<file path="src/rtl/exc_bank_pkg.sv">
package exc_bank_pkg;
  localparam int MODE_W      = 3;
  localparam int TYPE_W      = 3;
  localparam int BANK_CNT    = 5;
  localparam int BANK_IDX_W  = $clog2(BANK_CNT);
  localparam int VEC_W       = 8;
  localparam int IRQ_OFF_BIT = 7;

  // mode codes held in status[MODE_W-1:0]
  localparam logic [MODE_W-1:0] MODE_USER    = 3'd0;
  localparam logic [MODE_W-1:0] MODE_INTR    = 3'd2;
  localparam logic [MODE_W-1:0] MODE_PRIV    = 3'd3;
  localparam logic [MODE_W-1:0] MODE_TRAP    = 3'd4;
  localparam logic [MODE_W-1:0] MODE_EXTN    = 3'd5;
  localparam logic [MODE_W-1:0] MODE_SYSUSER = 3'd7;

  // exception type codes
  localparam logic [TYPE_W-1:0] EXC_PRIV_CALL = 3'd0;
  localparam logic [TYPE_W-1:0] EXC_ITRAP     = 3'd1;
  localparam logic [TYPE_W-1:0] EXC_DTRAP     = 3'd2;
  localparam logic [TYPE_W-1:0] EXC_IRQ       = 3'd3;

  typedef struct packed {
    logic                  ok;
    logic [BANK_IDX_W-1:0] idx;
  } bankSel_t;

  // strobes from control to datapath
  typedef struct packed {
    logic                  enterExc;
    logic                  swapBanks;
    logic                  writeLive;
    logic                  raiseErr;
    logic [BANK_IDX_W-1:0] oldBank;
    logic [BANK_IDX_W-1:0] newBank;
    logic [MODE_W-1:0]     entryMode;
    logic [VEC_W-1:0]      vecOffset;
  } ctrlStrobe_t;

  function automatic bankSel_t bankOfMode(input logic [MODE_W-1:0] mode);
    bankSel_t sel;
    sel.ok = 1'b1;
    case (mode)
      MODE_USER, MODE_SYSUSER: sel.idx = BANK_IDX_W'(0);
      MODE_PRIV:               sel.idx = BANK_IDX_W'(1);
      MODE_TRAP:               sel.idx = BANK_IDX_W'(2);
      MODE_EXTN:               sel.idx = BANK_IDX_W'(3);
      MODE_INTR:               sel.idx = BANK_IDX_W'(4);
      default: begin
        sel.ok  = 1'b0;
        sel.idx = '0;
      end
    endcase
    return sel;
  endfunction
endpackage

</file>
<file path="src/rtl/exc_bank_ctrl.sv">
module exc_bank_ctrl
  import exc_bank_pkg::*;
(
  input  logic              excValid,
  input  logic [TYPE_W-1:0] excType,
  input  logic [MODE_W-1:0] curMode,
  input  logic              modeReq,
  input  logic [MODE_W-1:0] modeNew,
  input  logic              regWrEn,
  output ctrlStrobe_t       strobe
);
  bankSel_t          oldSel;
  bankSel_t          reqSel;
  bankSel_t          tgtSel;
  logic [MODE_W-1:0] tgtMode;
  logic [VEC_W-1:0]  tgtOffset;
  logic              typeOk;

  always_comb begin
    typeOk    = 1'b1;
    tgtMode   = MODE_PRIV;
    tgtOffset = 8'h08;
    case (excType)
      EXC_PRIV_CALL: begin tgtMode = MODE_PRIV; tgtOffset = 8'h08; end
      EXC_ITRAP:     begin tgtMode = MODE_TRAP; tgtOffset = 8'h0C; end
      EXC_DTRAP:     begin tgtMode = MODE_TRAP; tgtOffset = 8'h10; end
      EXC_IRQ:       begin tgtMode = MODE_INTR; tgtOffset = 8'h18; end
      default:       typeOk = 1'b0;
    endcase
  end

  always_comb begin
    oldSel = bankOfMode(curMode);
    reqSel = bankOfMode(modeNew);
    tgtSel = bankOfMode(tgtMode);
    strobe = '0;
    if (excValid) begin
      if (!typeOk || !oldSel.ok) begin
        strobe.raiseErr = 1'b1;
      end else begin
        strobe.enterExc  = 1'b1;
        strobe.swapBanks = (oldSel.idx != tgtSel.idx);
        strobe.oldBank   = oldSel.idx;
        strobe.newBank   = tgtSel.idx;
        strobe.entryMode = tgtMode;
        strobe.vecOffset = tgtOffset;
      end
    end else if (modeReq) begin
      if (!reqSel.ok || !oldSel.ok) begin
        strobe.raiseErr = 1'b1;
      end else begin
        strobe.swapBanks = (oldSel.idx != reqSel.idx);
        strobe.oldBank   = oldSel.idx;
        strobe.newBank   = reqSel.idx;
      end
    end else if (regWrEn) begin
      strobe.writeLive = 1'b1;
    end
  end
endmodule

</file>
<file path="src/rtl/exc_bank_dp.sv">
module exc_bank_dp
  import exc_bank_pkg::*;
#(
  parameter int                 DATA_W    = 32,
  parameter logic [DATA_W-1:0]  HIGH_BASE = 32'hFFFF_0000
) (
  input  logic              clk,
  input  logic              rstN,
  input  ctrlStrobe_t       strobe,
  input  logic [DATA_W-1:0] curPc,
  input  logic [DATA_W-1:0] curStatus,
  input  logic              highVec,
  input  logic [1:0]        regWrSel,
  input  logic [DATA_W-1:0] regWrData,
  output logic [DATA_W-1:0] curSp,
  output logic [DATA_W-1:0] curLr,
  output logic [DATA_W-1:0] curSaved,
  output logic [DATA_W-1:0] newPc,
  output logic [DATA_W-1:0] newStatus,
  output logic              fetchFlush,
  output logic              errPulse
);
  logic [DATA_W-1:0] bankSp [BANK_CNT];
  logic [DATA_W-1:0] bankLr [BANK_CNT];
  logic [DATA_W-1:0] bankSv [BANK_CNT];
  logic [DATA_W-1:0] rdSp, rdLr, rdSv;
  logic [DATA_W-1:0] vecAddr;
  logic [DATA_W-1:0] entryStatus;

  always_comb begin
    rdSp = '0;
    rdLr = '0;
    rdSv = '0;
    for (int i = 0; i < BANK_CNT; i++) begin
      if (strobe.newBank == BANK_IDX_W'(i)) begin
        rdSp = bankSp[i];
        rdLr = bankLr[i];
        rdSv = bankSv[i];
      end
    end
  end

  always_comb begin
    vecAddr = {{(DATA_W-VEC_W){1'b0}}, strobe.vecOffset};
    if (highVec) vecAddr = vecAddr + HIGH_BASE;
    entryStatus                 = curStatus;
    entryStatus[MODE_W-1:0]     = strobe.entryMode;
    entryStatus[IRQ_OFF_BIT]    = 1'b1;
  end

  always_ff @(posedge clk) begin
    if (!rstN) begin
      for (int i = 0; i < BANK_CNT; i++) begin
        bankSp[i] <= '0;
        bankLr[i] <= '0;
        bankSv[i] <= '0;
      end
    end else if (strobe.swapBanks) begin
      for (int i = 0; i < BANK_CNT; i++) begin
        if (strobe.oldBank == BANK_IDX_W'(i)) begin
          bankSp[i] <= curSp;
          bankLr[i] <= curLr;
          bankSv[i] <= curSaved;
        end
      end
    end
  end

  always_ff @(posedge clk) begin
    if (!rstN) begin
      curSp      <= '0;
      curLr      <= '0;
      curSaved   <= '0;
      newPc      <= '0;
      newStatus  <= '0;
      fetchFlush <= 1'b0;
      errPulse   <= 1'b0;
    end else begin
      fetchFlush <= strobe.enterExc;
      errPulse   <= strobe.raiseErr;
      if (strobe.enterExc) begin
        if (strobe.swapBanks) curSp <= rdSp;
        curLr     <= curPc;
        curSaved  <= curStatus;
        newPc     <= vecAddr;
        newStatus <= entryStatus;
      end else if (strobe.swapBanks) begin
        curSp    <= rdSp;
        curLr    <= rdLr;
        curSaved <= rdSv;
      end else if (strobe.writeLive) begin
        case (regWrSel)
          2'd0:    curSp    <= regWrData;
          2'd1:    curLr    <= regWrData;
          2'd2:    curSaved <= regWrData;
          default: ;
        endcase
      end
    end
  end
endmodule

</file>
<file path="src/rtl/exc_bank_unit.sv">
module exc_bank_unit
  import exc_bank_pkg::*;
#(
  parameter int                DATA_W    = 32,
  parameter logic [DATA_W-1:0] HIGH_BASE = 32'hFFFF_0000
) (
  input  logic              clk,
  input  logic              rstN,
  input  logic              excValid,
  input  logic [2:0]        excType,
  input  logic [DATA_W-1:0] curPc,
  input  logic [DATA_W-1:0] curStatus,
  input  logic              highVec,
  input  logic              modeReq,
  input  logic [2:0]        modeNew,
  input  logic              regWrEn,
  input  logic [1:0]        regWrSel,
  input  logic [DATA_W-1:0] regWrData,
  output logic [DATA_W-1:0] curSp,
  output logic [DATA_W-1:0] curLr,
  output logic [DATA_W-1:0] curSaved,
  output logic [DATA_W-1:0] newPc,
  output logic [DATA_W-1:0] newStatus,
  output logic              fetchFlush,
  output logic              errPulse
);
  ctrlStrobe_t strobe;

  exc_bank_ctrl u_ctrl (
    .excValid (excValid),
    .excType  (excType),
    .curMode  (curStatus[MODE_W-1:0]),
    .modeReq  (modeReq),
    .modeNew  (modeNew),
    .regWrEn  (regWrEn),
    .strobe   (strobe)
  );

  exc_bank_dp #(.DATA_W(DATA_W), .HIGH_BASE(HIGH_BASE)) u_dp (
    .clk        (clk),
    .rstN       (rstN),
    .strobe     (strobe),
    .curPc      (curPc),
    .curStatus  (curStatus),
    .highVec    (highVec),
    .regWrSel   (regWrSel),
    .regWrData  (regWrData),
    .curSp      (curSp),
    .curLr      (curLr),
    .curSaved   (curSaved),
    .newPc      (newPc),
    .newStatus  (newStatus),
    .fetchFlush (fetchFlush),
    .errPulse   (errPulse)
  );
endmodule

</file>
<file path="config.mk">
export PLATFORM = sky130hd
export DESIGN_NAME = exc_bank_unit
export DESIGN_NICKNAME = d
export VERILOG_FILES = /design/src/rtl/exc_bank_pkg.sv /design/src/rtl/exc_bank_ctrl.sv /design/src/rtl/exc_bank_dp.sv /design/src/rtl/exc_bank_unit.sv
export SDC_FILE = /design/constraint.sdc
export NUM_CORES = 1
export LEC_CHECK = 0
export BUFFER_PORTS_ARGS = -buffer_cell sky130_fd_sc_hd__buf_2
export CORE_MARGIN = 3
export CORE_UTILIZATION = 50
export DETAILED_ROUTE_END_ITERATION = 6
export GPL_TIMING_DRIVEN = 0
export PLACE_DENSITY_LB_ADDON = 0.05
export REMOVE_ABC_BUFFERS = 1
export SLEW_MARGIN = 30
export SYNTH_ARGS = -nofsm -noshare
export SYNTH_HDL_FRONTEND = slang
export SYNTH_HIERARCHICAL = 1
export SYNTH_SLANG_ARGS = --single-unit
</file>
<file path="constraint.sdc">
create_clock -name clk -period 11.5 [get_ports clk]
set_clock_uncertainty 0.15 [all_clocks]
set_input_delay 1.15 -clock clk [delete_from_list [all_inputs] [get_ports clk]]
set_output_delay 1.15 -clock clk [all_outputs]
set_load 0.005 [all_outputs]
</file>
# [After elaboration in Yosys (flattened, before gate mapping)]
# Memory sizes are Yosys's and may differ from the RTL's.
# Cells that the tools add are included.
[classes] add_sub_neg=1 n_eq_ne=30 n_mux=88 bitwise_logic=15 n_reduce_logical=23
[op_table] op="32-bit two-way mux" count=44
[op_table] op="3-bit by 2-bit == test with 1-bit output, second input constant" count=12
[op_table] op="3-bit one-hot mux with 4 select lines" count=3
[op_table] op="1-bit two-way mux" count=33
[op_table] op="3-bit == test, second input constant" count=10
[op_table] op="9-bit by 17-bit adder with 18-bit output, second input constant" count=1
[op_table] op="17-bit two-way mux" count=1
[op_table] op="3-bit logical NOT" count=5
[op_table] op="1-bit bitwise OR" count=15
[op_table] op="5-bit one-hot mux with 3 select lines" count=1
[op_table] op="7-bit two-way mux" count=2
[op_table] op="6-bit OR reduction" count=2
[op_table] op="11-bit two-way mux" count=1
[op_table] op="3-bit by 1-bit == test with 1-bit output, second input constant" count=3
[op_table] op="3-bit nonzero test" count=3
[op_table] op="6-bit two-way mux" count=1
[op_table] op="3-bit inequality test" count=2
[op_table] op="3-bit one-hot mux with 2 select lines" count=1
[op_table] op="2-bit AND reduction" count=2
[op_table] op="2-bit nonzero test" count=2
[op_table] op="4-bit OR reduction" count=1
[op_table] op="1-bit logical NOT" count=3
[op_table] op="3-bit AND reduction" count=1
[op_table] op="2-bit by 1-bit == test with 1-bit output, second input constant" count=1
[op_table] op="6 further kinds" count=7
[totals] ff_bits=162 ram_bits=480 word_cells=167 mem_count=3
[mem_list] memory="u_dp.bankLr" words=5 width=32 read_ports=5 rd_ports_with_merged_regs=0 wr=5 line="exc_bank_dp.sv:24" text="logic [DATA_W-1:0] bankLr [BANK_CNT];"
[mem_list] memory="u_dp.bankSp" words=5 width=32 read_ports=5 rd_ports_with_merged_regs=0 wr=5 line="exc_bank_dp.sv:23" text="logic [DATA_W-1:0] bankSp [BANK_CNT];"
[mem_list] memory="u_dp.bankSv" words=5 width=32 read_ports=5 rd_ports_with_merged_regs=0 wr=5 line="exc_bank_dp.sv:25" text="logic [DATA_W-1:0] bankSv [BANK_CNT];"

# [Logic depth before layout (Yosys ltp)]
[logic_depth] word_depth=16 depth_mapped=15

# [Modules after synthesis]
# Netlist, hierarchy kept.
[modules_own_cells] mod="exc_bank_dp" n_inst=1 cells_each=1668 area_each_um2=24783.8
[modules_own_cells] mod="exc_bank_ctrl" n_inst=1 cells_each=61 area_each_um2=402.9

# [Least setup slack after synthesis]
# OpenSTA, ideal clock, no wires.
[synth_path] path_kind="input -> register" start="in curStatus[0]" end="mem u_dp.bankLr[0][0], enable pin" arrival_ns=9.613 t_required_ns=10.658 slack_ns=1.045 path_stages=9 cell_sequence="buf_6 -> and3b_1 -> a21oi_4 -> nand2_4 -> o32ai_2 -> buf_2 -> clkbuf_1 -> nand2b_1 -> o31ai_1"
[synth_rtl] item="from (decl)" line="exc_bank_unit.sv:12" text="input logic [DATA_W-1:0] curStatus,"
[synth_rtl] item="to (decl)" line="exc_bank_dp.sv:24"

==> metrics.md <==
| Metric | Value |
|---|---|
| Sequential area share after synthesis | 0.683 |
| Post-CTS setup buffers | 0 |
| Post-Syn Instances | 1729 |
| Most frequent standard cell in the layout excluding fill and tap cells | edfxtp_1 |
| Number of clock buffers inserted by TritonCTS | 67 |
| Die Footprint | 53100 um2 |
| Placed cell area | 28500 um2 |
| # nets final | 2109 |
| Power share of the sequential group | 0.484 |
| Vias in the first global route | 16600 |
| Combined area of all synthesized cells | between 20000 and 30000 um2 |
| Post-synthesis async set-or-reset flop share | 0 |
| Syn-to-layout area delta | 21.9% |
| Root buffer selected by CTS | clkbuf_16 |
| Most prevalent standard cell on the critical path | buf_16 |
| Max stage delay cell, worst path | inv_8 |
| Post-synthesis cell type count | 74 |
| Clk Latency, worst-skew pair | about 0.59 ns |
| Total leakage power | around 11 nW |
| Routed vias | 16400 |
| Vertical die dimension | 230 um |
| Final Slew Violations | 0 |
| Global routing met2 resource utilization | 0.442 |
| Setup violations, final | 0 |
| Yosys warning count | 6 |
| Combinational Power Share | 0.115 |
| Relative slew slack | 0.355 |
| Cell row count | 81 |
| Summed negative setup slack over all endpoints | 0 ns |
| Total power | 5.42 mW |
| Core outline area | a little under 50000 um2 |
| Kind of critical path | input pin to register |
| Switching Fraction | 0.238 |
| Finished Cell Area | 30700 um2 |
| Max FO, Critical Path | 119 |
| Path category of the worst min-delay check | register to register |
| Setup repair after global routing missed its margin | false |
| Endpoints failing hold | 0 |
| VDD IR-drop max | between 0.1 and 0.15 mV |
| DRC violation count after routing | 0 |
| Antenna violation net count after detailed routing | 0 |
| Cell internal power dissipation | 4.13 mW |
| Total power divided by cell area | 177 nW/um2 |
| Overall Global Routing Usage | 0.271 |
| Path depth of the worst reg2reg path | 4 |
| Die width | 230 um |
| Number of detailed-routing iterations run before antenna repair | 5 |
| Fraction of post-synthesis cell area in the top cell type by area | 0.572 |
| Period utilisation layout | 0.427 |
| WL final | 72.0 mm |
| CTS resizes | 0 |
| Buffer levels on the longest clock path | 3 |
| Library cell with the largest summed area after synthesis | edfxtp_1 |
| Number of top-level pins | 272 |
| Port Buffers | approximately 260 |
| Initial cell density of the core | 0.510 |
| Cells on Worst Hold Path | 2 |
| First-pass GRT wire length | ~110 mm |
| Post-DP HPWL | 45.7 mm |
| Max-cap check violation count | 0 |
| Reported net switching power | 1.29 mW |
| Layout cells sized above 1 | 0.267 |
| Detail-routed via count per cell | 6.03 |
| Post-synthesis register bit count | 619 |
| Status | finished clean |
| Most heavily used metal layer in global routing | met2 |
| Achievable Freq | 203 MHz |
| Tightest Pin Transition | 0.967 ns |
| Req. time, crit path | 11.81 ns |
| Initial antenna violation count | 3 |
| Cells along the critical path | buf_2 -> and3b_1 -> a21oi_4 -> nand2_4 -> inv_8 -> nand2_1 -> o21ai_4 -> buf_16 -> buf_8 -> buf_16 -> and2b_4 -> buf_12 -> o2bb2ai_1 -> a2111oi_0 -> a2111oi_1 |
| Post-route minimum period | 4.92 ns |
| GRT met1 Usage | 0.373 |
| Maximum number of pins on one net before global-route repair | 120 |
| Synthesized area divided by synthesized cell count | 14.6 um2 |
| Number of hold buffers added after cts | 0 |
| Clock transition at path regs | 0.06 ns |
| Post-synth EDFFs | 480 |
| Commonest register cell after synthesis | edfxtp_1 |
| Remaining global-route overflow | 0 |
| Worst slack at placement | 6.06 ns |
| Least setup slack across all paths after layout | 6.58 ns |
| Clock tree from TritonCTS | built |
| Clock power frac | 0.401 |
| Maximum level of the CTS H-tree | 3 |
| Detailed Route Iter0 Violations | 1342 |
| CP arrival | 5.22 ns |
| Routed wirelength normalized by instance count | 26.5 um |
| Type of element launching the critical path | input pin |
| Fraction of met3 tracks used by global routing | 0.0513 |
| Element type at the critical path end | register |
| Clk sink count | between 600 and 700 |
| Commonest non-fill, non-tap cells in the layout | 480 x edfxtp_1, 262 x buf_2, 150 x nor2_1 |
| Worst path max stage delay | 0.66 ns |
| Largest cells by area after synthesis | edfxtp_1 57%, dfxtp_1 11%, mux4_2 4.2% |
| Routability congestion estimate from global placement | 0.797 |
[stage by stage]
step	cells	hold WS, ns	util
after global routing	2715	0.345	0.622
final	2715	0.321	0.622
after CTS	2714	0.320	0.622
after floorplan	1585	0.308	-
after global placement	2512	0.290	0.538
after detailed placement	2594	0.304	0.577
[cell usage after synthesis, drive strengths merged, types with 5 or more instances]
master	instances
nand2b	14
inv	10
o31ai	5
a2111oi	61
nand2	68
nor2	157
a21oi	27
o2bb2ai	43
a221oi	42
dfxtp	139
nor3	13
nor4	19
a22o	30
mux4	47
mux2i	91
edfxtp	480
nand3	7
and2	130
o221ai	13
a31oi	29
buf	89
o22ai	26
o21ai	72
clkbuf	66
[power by group through the flow]
stage	Combinational, mW	Clock [mW]	Sequential (mW)
4_1_cts	0.627	2.21	2.62
5_1_grt	0.668	2.31	2.64
3_3_place_gp	0.546	0	2.71
6_report	0.625	2.18	2.62
3_5_place_dp	0.624	0	2.67
2_1_floorplan	0.289	0	2.68
[cells by family after synthesis]
kind of cell    synth area share
flops                      0.683
simple gates              0.0869
compound gates             0.115
buf+inv                   0.0354
mux                       0.0791
xor+xnor                0.000696
other cells             0.000298
[registers in the layout, summed over array words and instances (netlist names), 9 cells and up]
signal	cells
u_dp/bankSp	160
u_dp/curSp	32
u_dp/bankSv	160
u_dp/newPc	9
u_dp/newStatus	32
u_dp/bankLr	160
u_dp/curSaved	32
u_dp/curLr	32
[final cells by class]
class	count	area (um2)
diodes	1	2.50
clock buffers	93	1880
clock inverters	27	335
fillers	3769	18700
inverters	12	65.1
multi-input cells	954	7330
flip-flops and latches	619	17200
well taps	664	831
repair buffers	345	3060
[final timing paths]
path	endpoint	slack, ns	startpoint
setup / recovery	u_dp/curLr[30]	6.58	curStatus[0]
hold / removal	u_dp/newStatus[7]	0.32	u_dp/newStatus[7]
setup reg to reg	u_dp/curLr[30]	9.98	u_dp/bankLr[0][62]
hold reg to reg	u_dp/newStatus[7]	0.32	u_dp/newStatus[7]
[worst max-delay path: cells and delay by family]
| kind | cells | cell delay (ns) |
|---|---|---|
| simple gates | 4 | 1.11 |
| compound gates | 5 | 1.18 |
| buf+inv | 6 | 1.72 |
[routing by layer]
metal / wire [um] / vias up
met1: 30500 / 8395
met4: 2000 / 2
met3: 4830 / 136
li1: - / 7221
met5: 11 / -
met2: 34600 / 610
Power figures use the tool's default switching activity.
